### src/rtl/rtc_tick_pkg.sv
package rtc_tick_pkg;
  localparam logic [1:0] ADDR_CTRL   = 2'd0;
  localparam logic [1:0] ADDR_PERIOD = 2'd1;
  localparam logic [1:0] ADDR_COUNT  = 2'd2;
  localparam logic [1:0] ADDR_STAT   = 2'd3;

  localparam int CTRL_W      = 9;
  localparam int BIT_MASTER  = 0;
  localparam int BIT_TICKEN  = 8;
  localparam int SEL_LSB     = 4;

  typedef struct packed {
    logic load;
    logic step;
  } dpCmd_t;
endpackage

### src/rtl/rtc_tick_ctrl.sv
module rtc_tick_ctrl
  import rtc_tick_pkg::*;
#(
  parameter int CNT_W = 32,
  parameter int SEL_W = 4
) (
  input  logic             clk,
  input  logic             rstN,
  input  logic             refPulse,
  input  logic             wrEn,
  input  logic [1:0]       addr,
  input  logic [31:0]      wrData,
  input  logic             atLast,
  output dpCmd_t           dpCmd,
  output logic [CNT_W-1:0] periodReg,
  output logic [CTRL_W-1:0] ctrlReg,
  output logic             statusBit,
  output logic             running,
  output logic             expire
);
  localparam int DIV_W = (1 << SEL_W) - 1;

  logic [DIV_W-1:0] divCnt;
  logic [DIV_W-1:0] divMask;
  logic [SEL_W-1:0] effSel;
  logic             tickPulse;
  logic             ctrlWr, startReq, stopReq;
  logic             newMaster, newTick, oldMaster, oldTick;

  assign divMask   = ~({DIV_W{1'b1}} << effSel);
  assign tickPulse = refPulse && ((divCnt & divMask) == divMask);

  assign ctrlWr    = wrEn && (addr == ADDR_CTRL);
  assign newMaster = wrData[BIT_MASTER];
  assign newTick   = wrData[BIT_TICKEN];
  assign oldMaster = ctrlReg[BIT_MASTER];
  assign oldTick   = ctrlReg[BIT_TICKEN];

  always_comb begin
    startReq = ctrlWr && newMaster && newTick && !oldTick && (periodReg != '0);
    stopReq  = ctrlWr && ((!newMaster && oldMaster) ||
                          (newMaster && !newTick && oldTick));
    dpCmd.load = startReq;
    dpCmd.step = running && tickPulse && !startReq && !stopReq;
    expire     = dpCmd.step && atLast;
  end

  always_ff @(posedge clk) begin
    if (!rstN) begin
      divCnt    <= '0;
      effSel    <= '0;
      ctrlReg   <= '0;
      periodReg <= '0;
      statusBit <= 1'b0;
      running   <= 1'b0;
    end else begin
      if (refPulse) divCnt <= divCnt + 1'b1;
      if (ctrlWr) begin
        ctrlReg <= '0;
        ctrlReg[BIT_MASTER] <= newMaster;
        ctrlReg[BIT_TICKEN] <= newTick;
        ctrlReg[SEL_LSB +: SEL_W] <= wrData[SEL_LSB +: SEL_W];
        if (newMaster) effSel <= wrData[SEL_LSB +: SEL_W];
      end
      if (wrEn && addr == ADDR_PERIOD && wrData > 32'd2)
        periodReg <= wrData[CNT_W-1:0];
      if (startReq)     running <= 1'b1;
      else if (stopReq) running <= 1'b0;
      if (expire)
        statusBit <= 1'b1;
      else if (wrEn && addr == ADDR_STAT && wrData[0])
        statusBit <= 1'b0;
    end
  end
endmodule

### src/rtl/rtc_tick_datapath.sv
module rtc_tick_datapath
  import rtc_tick_pkg::*;
#(
  parameter int CNT_W = 32
) (
  input  logic             clk,
  input  logic             rstN,
  input  dpCmd_t           dpCmd,
  input  logic [CNT_W-1:0] periodReg,
  output logic [CNT_W-1:0] count,
  output logic             atLast
);
  assign atLast = (count == CNT_W'(1));

  always_ff @(posedge clk) begin
    if (!rstN)
      count <= '0;
    else if (dpCmd.load)
      count <= periodReg;
    else if (dpCmd.step)
      count <= atLast ? periodReg : count - 1'b1;
  end
endmodule

### src/rtl/rtc_tick_timer.sv
module rtc_tick_timer
  import rtc_tick_pkg::*;
#(
  parameter int CNT_W = 32,
  parameter int SEL_W = 4
) (
  input  logic        clk,
  input  logic        rstN,
  input  logic        refPulse,
  input  logic        wrEn,
  input  logic [1:0]  addr,
  input  logic [31:0] wrData,
  output logic [31:0] rdData,
  output logic        tickIrq
);
  dpCmd_t            dpCmd;
  logic [CNT_W-1:0]  periodReg;
  logic [CNT_W-1:0]  count;
  logic [CTRL_W-1:0] ctrlReg;
  logic              statusBit, running, expire, atLast;

  rtc_tick_ctrl #(.CNT_W(CNT_W), .SEL_W(SEL_W)) uCtrl (
    .clk(clk), .rstN(rstN), .refPulse(refPulse), .wrEn(wrEn), .addr(addr),
    .wrData(wrData), .atLast(atLast), .dpCmd(dpCmd), .periodReg(periodReg),
    .ctrlReg(ctrlReg), .statusBit(statusBit), .running(running), .expire(expire)
  );

  rtc_tick_datapath #(.CNT_W(CNT_W)) uData (
    .clk(clk), .rstN(rstN), .dpCmd(dpCmd), .periodReg(periodReg),
    .count(count), .atLast(atLast)
  );

  always_comb begin
    case (addr)
      ADDR_CTRL:   rdData = 32'(ctrlReg);
      ADDR_PERIOD: rdData = 32'(periodReg);
      ADDR_COUNT:  rdData = 32'(count);
      default:     rdData = {31'd0, statusBit};
    endcase
  end

  assign tickIrq = statusBit;
endmodule

### config.mk
export PLATFORM = sky130hd
export DESIGN_NAME = rtc_tick_timer
export DESIGN_NICKNAME = d
export VERILOG_FILES = /design/src/rtl/rtc_tick_pkg.sv /design/src/rtl/rtc_tick_ctrl.sv /design/src/rtl/rtc_tick_datapath.sv /design/src/rtl/rtc_tick_timer.sv
export SDC_FILE = /design/constraint.sdc
export NUM_CORES = 1
export LEC_CHECK = 0
export BUFFER_PORTS_ARGS = -buffer_cell sky130_fd_sc_hd__buf_2
export CORE_ASPECT_RATIO = 1.2
export CORE_UTILIZATION = 45
export CTS_BUF_LIST = sky130_fd_sc_hd__clkbuf_2 sky130_fd_sc_hd__clkbuf_4 sky130_fd_sc_hd__clkbuf_8
export DETAILED_ROUTE_END_ITERATION = 10
export SLEW_MARGIN = 10
export SYNTH_ARGS = -nofsm -noshare
export SYNTH_HDL_FRONTEND = slang
export SYNTH_HIERARCHICAL = 1
export SYNTH_SLANG_ARGS = --single-unit
export TNS_END_PERCENT = 1
### constraint.sdc
create_clock -name clk -period 3.4 [get_ports clk]
set_clock_uncertainty 0.2 [all_clocks]
set_input_delay 0.34 -clock clk [delete_from_list [all_inputs] [get_ports clk]]
set_output_delay 0.34 -clock clk [all_outputs]
set_load 0.01 [all_outputs]
* After elaboration in Yosys (flattened, before gate mapping) *
Index checks and enable logic that the tools add are counted.

storage, ports and cells
  flip-flop bits (word level) = 91
  memory bits (writable) = 0
  word-level logic and storage cells = 56
  memories = 0
  bits in read-only memories = 0
  output and inout port bits = 33
  latch bits = 0
  input port bits = 38

cells by class
  equality and inequality tests = 5
  order comparisons = 1
  shifts and indexed selects = 1
  muxes and demuxes = 8
  reduce and logical (&&, ||, !) cells = 30
  $mul = 0
  add/subtract/negate cells = 2
  bitwise operators = 2
  divide/modulo/power cells = 0

operators with widths
  cell                     number
  $mux W32                 3
  $pmux W32 S3             1
  $eq A32 B1 Y1 const B    1
  $gt A32 B2 Y1 const B    1
  $reduce_bool A32 Y1      1
  $sub A32 B1 Y32 const B  1
  $logic_and A1 B1 Y1      18
  $add A15 B1 Y15 const B  1
  $and A15 B15 Y15         1
  $eq A15 B15 Y1           1
  $not A15 Y15             1
  $shl A15 B4 Y15 const A  1
  $reduce_bool A2 Y1       3
  $logic_not A1 Y1         5
  $eq A2 B2 Y1 const B     2
  $mux W1                  4
  $eq A2 B1 Y1 const B     1
  $logic_not A2 Y1         1
  $reduce_and A2 Y1        1
  $logic_or A1 B1 Y1       1

* Longest topological paths before layout *
Gate-level depths: netlist of run 1.

  word-level depth = 11
  mapped depth = 13
  gate-level depth less buffers = 10

* Cells and area by module *
Netlist of run 1, hierarchy kept.

modules (own cells, without submodules)
  module             cells an instance  area an instance (um^2)  instances
  rtc_tick_ctrl      281                2752.6                   1
  rtc_tick_datapath  282                2243.4                   1
  rtc_tick_timer     49                 480.5                    1

* Worst setup path after synthesis of run 1 *
No wires, ideal clock.

  kind = register to register
  start = reg uCtrl.effSel[2]
  end = reg uData.count[28]
  setup slack = 571 ps
  stages on the path, launching flop included = 12
  arrival time = 2556 ps
  clock period less this slack = 2829 ps
  path buffers = 3
  library setup time = 72 ps
  path through = dfxtp_1 -> buf_2 -> or3_1 -> a22oi_1 -> nand4b_1 -> a2111oi_0 -> clkbuf_1 -> nand4_1 -> o31ai_2 -> buf_2 -> a22oi_1 -> a21oi_1

RTL lines
  item                      line                     source
  start: declaration        rtc_tick_ctrl.sv:25      logic [SEL_W-1:0] effSel;
  start signal: assignment  rtc_tick_ctrl.sv:63      if (newMaster) effSel <= wrData[SEL_LSB +: SEL_W];
  end signal: assignment    rtc_tick_datapath.sv:19  count <= periodReg;
  end signal: assignment    rtc_tick_datapath.sv:21  count <= atLast ? periodReg : count - 1'b1;
  end: declaration          rtc_tick_datapath.sv:10  output logic [CNT_W-1:0] count,

==> metrics.md, run 1 <==
| Metric | Value |
|---|---|
| Outcome | `finished, final reports clean` |
| Leak pwr | `2.76 nW` |
| Worst slew margin | `35.2%` |
| Finished Cell Area | `6350 sq um` |
| Sequential Power Share | `48.1%` |
| Switching fraction of total power | `29.8%` |
| Max-cap viol count | `0` |
| Via count | `5217` |
| Mean Syn Cell Area | `8.95 sq um` |
| CP Buf/Inv Count | `2` |
| Syn Inst Count | `612` |
| Ant diodes | `0` |
| Starting DRT DRC Count | `310` |
| Commonest non-fill, non-tap cell in the layout | `dfxtp_1` |
| Cts bufs inserted | `9` |
| CTS tree | `done` |
| Post-CTS sizing | `0` |
| RR Endpoint | `uData/count[12]$_SDFFE_PN0P_` |
| Drt via density | `6.05` |
| Max clock buf depth | `2` |
| CP Cell Sequence | `nand2_1 > a2111oi_2 > nand4b_1 > a2111oi_4 > buf_4 > inv_1 > o41a_1 > a22o_1 > o21a_1` |
| Cell Pwr Density | `372 nW/um^2` |
| Placed cell areas | `6130 sq um` |
| R2R Setup Slk | `0.18 ns` |
| Die ar. | `12600 sq um` |
| Hold_buf cts | `0` |
| Worst Tran Pin Value | `0.971 ns` |
| FP Rows | `43` |
| Final Hold Fails | `0` |
| Total Neg Setup Slack | `0 ns` |
| CTS Root Cell | `clkbuf_8` |
| Yosys cell types | `68` |
| Crit-path slowest cell | `a2111oi_4` |
| Synthesis-stage register bit count | `91` |
| CTS H-tree lvls | `3` |
| # DRC | `0` |
| Unrepaired setup endpoints after global routing | `false` |
| Share of flip-flops with an asynchronous set or reset | `0%` |
| I/O pins | `71` |
| Core Util, Final | `54.1%` |
| Starting Density | `46.7%` |
| Pin count of the biggest net entering global routing | `44` |
| Total routed wirelength | `17100 um` |
| Port Buf Inserts | `70` |
| Top FF cell, synth | `dfxtp_1` |
| Element type at the critical path end | `flip-flop` |
| Area delta synth->final | `15.9%` |
| GP Congestion | `0.969` |
| Critical path startpoint category | `flip-flop` |
| Most frequent cells in the layout | `91 x dfxtp_1, 70 x buf_2, 55 x mux2i_1` |
| Mapped Area | `5480 sq um` |
| Crit Reg-Reg Startpoint | `uCtrl/divCnt[2]$_SDFFE_PN0P_` |
| Chip width | `103 um` |
| Post-DP HPWL | `12800 um` |
| Worst reg-to-reg path cell count | `9` |
| Number of global-route vias before repair | `5087` |
| Wire per inst | `19.8 um` |
| HP Class | `in -> reg` |
| Antenna violations before repair | `0` |
| WP data arrival | `3.29 ns` |
| Register area share after synthesis | `33.3%` |
| Setup Buffers After CTS | `0` |
| Internal power | `1.66 mW` |
| Final min period | `3.22 ns` |
| First-pass GRT wire length | `26600 um` |
| Share of cells above drive strength 1 | `21.5%` |
| Comb pwr share | `18.8%` |
| Switching pwr | `703 uW` |
| Setup Viol. Count Final | `0` |
| Max-slew violations | `0` |
| Fin crit share | `94.6%` |
| All-Layer GR Usage | `28.2%` |
| DRT Pass-1 Iters | `5` |
| Core Area | `11700 sq um` |
| Worst Hold End | `uCtrl/periodReg[23]$_SDFFE_PN0P_` |
| CTS clock-pin slew for the worst setup and hold paths | `0.09 ns` |
| Post-synth EDFFs | `0` |
| Hold Crit Depth | `3` |
| Crit-path leading delay family | `compound AO/OA/AOI/OAI gates` |
| Critical Path RT | `3.47 ns` |
| Yosys warns | `6` |
| Max Freq | `311 MHz` |
| Crit Path Category | `reg -> reg` |
| Clock power share | `33.1%` |
| Max VDD drop | `0.202 mV` |
| Worst-skew pair later-pin latency | `0.37 ns` |
| Die Y | `123 um` |
| Max stage delay on crit path | `0.60 ns` |
| Post-route ant nets | `0` |
| Hold_sp | `wrData[23]` |
| Nets | `742` |
| Grt ovf | `0` |
| Crit Path Max Fanout | `8` |
| Clock Sink Count | `91` |
## sequential cells by signal (all words and copies together) (netlist names)
signal	flops
uCtrl/divCnt	15
uCtrl/statusBit	1
uCtrl/ctrlReg	6
uCtrl/effSel	4
uCtrl/periodReg	32
uCtrl/running	1
uData/count	32
## synthesized netlist by cell type, types with 9 or more instances
cell       instances  area share (%)
a21oi_1           11             1.0
a22o_1            26             4.2
and2_1            14             1.6
buf_6             11             2.3
clkbuf_1          17             1.2
dfxtp_1           91              33
inv_1             15             1.0
mux2i_1           55              10
nand2_1           37             2.5
nand3_1           26             2.4
nand4_1           15             1.7
nor2_1            19             1.3
nor2b_1           43             4.9
nor3_1            15             1.4
nor4_1            29             3.3
o21ai_0           16             1.5
o2bb2ai_1         10             1.6
xnor2_1            9             1.4
## kinds of logic after synthesis
group / synth area share [%]
buf+inv: 5.73
mux: 10.5
other cells: 0.0685
compound gates: 19.5
fa+ha+maj: 0.685
simple gates: 27.6
xor+xnor: 2.72
flops: 33.3
## per-stage QoR
step / std cells / total power [mW] / worst slack (ns) / hold WS (ns)
3_5_place_dp: 847 / 1.59 / 0.0519 / 0.298
4_1_cts: 863 / 2.37 / 0.0272 / 0.0316
6_report: 863 / 2.36 / 0.183 / 0.0409
5_1_grt: 863 / 2.45 / 0.0817 / 0.0372
2_1_floorplan: 614 / 1.44 / 0.571 / 0.258
3_3_place_gp: 847 / 1.59 / 0.155 / 0.292
## cell type report
cell class / instances / area (sq um)
clock buffers: 13 / 160
clock inverters: 3 / 47.5
fillers: 1162 / 5380
inverters: 17 / 63.8
multi-input cells: 468 / 3380
flip-flops and latches: 91 / 1820
well taps: 157 / 196
repair buffers: 114 / 681
## worst max-delay path by stage
stage                                    to  depth (start not counted)  slack, ns                         start
2_1_floorplan  uData/count[28]$_SDFFE_PN0P_                         11       0.57  uCtrl/effSel[2]$_SDFFE_PN0N_
3_3_place_gp   uData/count[12]$_SDFFE_PN0P_                         11       0.16                     wrData[0]
3_5_place_dp   uData/count[12]$_SDFFE_PN0P_                          9       0.05  uCtrl/divCnt[2]$_SDFFE_PN0P_
4_1_cts        uData/count[12]$_SDFFE_PN0P_                          9       0.03  uCtrl/divCnt[2]$_SDFFE_PN0P_
5_1_grt        uData/count[17]$_SDFFE_PN0P_                          9       0.08  uCtrl/effSel[2]$_SDFFE_PN0N_
6_report       uData/count[12]$_SDFFE_PN0P_                          9       0.18  uCtrl/divCnt[2]$_SDFFE_PN0P_
## power by group through the flow
stage	clock (mW)	sequential, mW	combinational [mW]
4_1_cts	0.797	1.13	0.437
6_report	0.781	1.14	0.445
3_5_place_dp	0	1.16	0.435
3_3_place_gp	0	1.16	0.433
5_1_grt	0.830	1.14	0.480
2_1_floorplan	0	1.15	0.296
## layer usage
layer	vias up	share of wire [%]	track usage, %
li1	2488	-	-
met5	-	0	0
met1	2504	43	35.3
met4	0	4.5	15.4
met3	46	5.3	4.04
met2	179	47	46.2
## worst min-delay path: cells and delay by family
kind                   cells  cell delay, ns
AND/OR/NAND/NOR            1            0.09
buffers and inverters      1            0.09
multiplexers               1            0.06
No activity file was read; power rests on OpenSTA's default activity.
==> run 2, diff against run 1 <==
--- a/config.mk
+++ b/config.mk
@@ -5,7 +5,7 @@
 export SDC_FILE = /design/constraint.sdc
 export NUM_CORES = 1
 export LEC_CHECK = 0
-export BUFFER_PORTS_ARGS = -buffer_cell sky130_fd_sc_hd__buf_2
+export BUFFER_PORTS_ARGS = -buffer_cell sky130_fd_sc_hd__clkbuf_2
 export CORE_ASPECT_RATIO = 1.2
 export CORE_UTILIZATION = 45
 export CTS_BUF_LIST = sky130_fd_sc_hd__clkbuf_2 sky130_fd_sc_hd__clkbuf_4 sky130_fd_sc_hd__clkbuf_8
==> metrics.md, run 2 (synthesized netlist as in run 1, its figures left out) <==
| Metric | Value |
|---|---|
| DRT Pass-1 Iters | `8 (+3)` |
| Clock Sink Count | `91 (unchanged)` |
| CTS H-tree lvls | `3 (unchanged)` |
| Wire per inst | `20.2 um (+1.8%)` |
| Stages on worst setup path | `10 (+1)` |
| Total power | `2.27 mW (-3.8%)` |
| Crit Path Max Fanout | `18 (+10)` |
| Ant diodes | `0 (unchanged)` |
| Crit-path slowest cell | `dfxtp_1` |
| Via count | `5190 (-0.52%)` |
| First-pass GRT wire length | `27000 um (+1.7%)` |
| Number of global-route vias before repair | `4886 (-4.0%)` |
| CP startpoint | `uCtrl/divCnt[2]$_SDFFE_PN0P_` |
| Antenna violations before repair | `0 (unchanged)` |
| Final Hold Fails | `0 (unchanged)` |
| Routing usage on met1 | `37.8% (+2.5 points)` |
| Crit-path leading delay family | `compound AO/OA/AOI/OAI gates` |
| GR met3 Demand/Resource | `3.59% (-0.46 points)` |
| Area delta synth->final | `13.5%` |
| Total Neg Setup Slack | `0 ns (unchanged)` |
| Nets | `730 (-1.6%)` |
| Commonest non-fill, non-tap cell in the layout | `dfxtp_1` |
| Die Y | `123 um (unchanged)` |
| Post-DP HPWL | `12800 um (-0.27%)` |
| Routing usage on met2 | `46.9% (+0.75 points)` |
| Crit Reg-Reg Startpoint | `uCtrl/divCnt[2]$_SDFFE_PN0P_` |
| All-Layer GR Usage | `28.5% (+0.33 points)` |
| Unrepaired setup endpoints after global routing | `false` |
| Cell Pwr Density | `365 nW/um^2 (-1.7%)` |
| Leak pwr | `2.65 nW (-4.1%)` |
| Setup Buffers After CTS | `0 (unchanged)` |
| CP Cell Sequence | `nand2_1 > a2111oi_2 > nand4b_1 > a2111oi_2 > buf_4 > nand4_1 > o31ai_2 > buf_4 > and2_1 > a22o_1` |
| Worst slew margin | `34.4% (-0.87 points)` |
| Hold_buf cts | `0 (unchanged)` |
| Grt ovf | `0 (unchanged)` |
| Port Buf Inserts | `70 (unchanged)` |
| Hold Crit Depth | `3 (unchanged)` |
| Starting Density | `46.7% (unchanged)` |
| FP Rows | `43 (unchanged)` |
| Regs by FF count | `uCtrl/periodReg: 32 flops, uData/count: 32 flops, uCtrl/divCnt: 15 flops` |
| CP Buf/Inv Count | `2 (unchanged)` |
| Die ar. | `12600 sq um (unchanged)` |
| Starting DRT DRC Count | `470 (+52%)` |
| Max-slew violations | `0 (unchanged)` |
| Max-cap viol count | `0 (unchanged)` |
| Core Area | `11700 sq um (unchanged)` |
| Outcome | `finished, final reports clean` |
| CTS Root Cell | `clkbuf_8` |
| Fin crit share | `91.5% (-3.1 points)` |
| Total routed wirelength | `17100 um (+0.26%)` |
| Element type at the critical path end | `flip-flop` |
| CTS tree | `done` |
| Critical path startpoint category | `flip-flop` |
| CTS clock-pin slew for the worst setup and hold paths | `0.09 ns (about the same)` |
| I/O pins | `71 (unchanged)` |
| WP data arrival | `3.23 ns (-0.06 ns)` |
| Max Freq | `322 MHz (+3.4%)` |
| Crit Path Category | `reg -> reg` |
| Most frequent cells in the layout | `91 x dfxtp_1, 70 x clkbuf_2, 55 x mux2i_1` |
| Post-route ant nets | `0 (unchanged)` |
| Max clock buf depth | `2 (unchanged)` |
| Max VDD drop | `0.250 mV (+24%)` |
| Max stage delay on crit path | `0.45 ns (-0.15 ns)` |
| Hold_sp | `wrData[22]` |
| Post-CTS sizing | `0 (unchanged)` |
| Worst-skew pair later-pin latency | `0.36 ns (about the same)` |
| HP Class | `in -> reg` |
| Chip width | `103 um (unchanged)` |
| Pin count of the biggest net entering global routing | `44 (unchanged)` |
| Worst Tran Pin Value | `0.984 ns (+0.0131 ns)` |
| GP Congestion | `0.910 (-6.1%)` |
| Busiest grt layer | `met2` |
| Drt via density | `6.11 (+1.0%)` |
| Cts bufs inserted | `9 (unchanged)` |
| Setup Viol. Count Final | `0 (unchanged)` |
| Final min period | `3.11 ns (-0.107 ns)` |
| Share of cells above drive strength 1 | `20.1% (-1.5 points)` |
| Worst reg-to-reg path cell count | `10 (+1)` |
| # DRC | `0 (unchanged)` |
| Critical Path RT | `3.52 ns (+0.05 ns)` |
==> run 2: changes by cell type in the layout (fill, tap and decap cells not counted) <==
cell,delta
clkbuf_4,-3
a2111oi_2,+1
bufinv_16,-1
a2111oi_4,-1
clkbuf_2,+70
buf_4,-12
clkinvlp_4,+3
buf_2,-70
==> run 2: worst paths after layout <==
kind	endpoint	slack, ns
worst min-delay path	uCtrl/periodReg[22]$_SDFFE_PN0P_	0.05
worst max-delay path	uData/count[17]$_SDFFE_PN0P_	0.29
worst min register to register	uData/count[4]$_SDFFE_PN0P_	0.32
worst max register to register	uData/count[17]$_SDFFE_PN0P_	0.29
==> run 2: report_power, final <==
group | switching (mW) | internal (mW) | leakage [nW] | total [mW]
logic | 0.269 | 0.172 | 1.83 | 0.441
clock network | 0.405 | 0.284 | 0.0806 | 0.689
registers | 0.0463 | 1.10 | 0.737 | 1.14
total | 0.719 | 1.55 | 2.65 | 2.27
==> run 2: area by class of cell <==
cell class	instances	area (sq um)
Fill cell	1183	5510
Inverter	17	63.8
Clock buffer	10	138
Timing Repair Buffer	102	591
Tap cell	157	196
Sequential cell	91	1820
Clock inverter	5	40.0
Multi-Input combinational cell	468	3370
==> run 2: worst reg2reg max path: stages (launching register included) <==
cell,delay [ns]
dfxtp_1,0.45
nand2_1,0.10
a2111oi_2,0.36
nand4b_1,0.21
a2111oi_2,0.40
buf_4,0.31
nand4_1,0.22
o31ai_2,0.27
buf_4,0.22
and2_1,0.19
a22o_1,0.15
==> run 2: per-layer routing <==
metal,vias to the layer above,wire length [um]
li1,2465,-
met1,2509,7330
met2,179,8280
met3,37,1070
met4,0,468
met5,-,0
==> run 2: through the flow <==
stage | setup slack, ns | instances | util [%] | area (sq um) | hold WS (ns)
5_1_grt | 0.0437 | 850 | 53.0 | 6220 | 0.0361
3_3_place_gp | 0.299 | 835 | 51.5 | 6040 | 0.294
3_5_place_dp | 0.306 | 835 | 51.5 | 6040 | 0.298
4_1_cts | 0.288 | 850 | 53.0 | 6220 | 0.0333
2_1_floorplan | 0.571 | 614 | - | 5480 | 0.258
6_report | 0.290 | 850 | 53.0 | 6220 | 0.0455
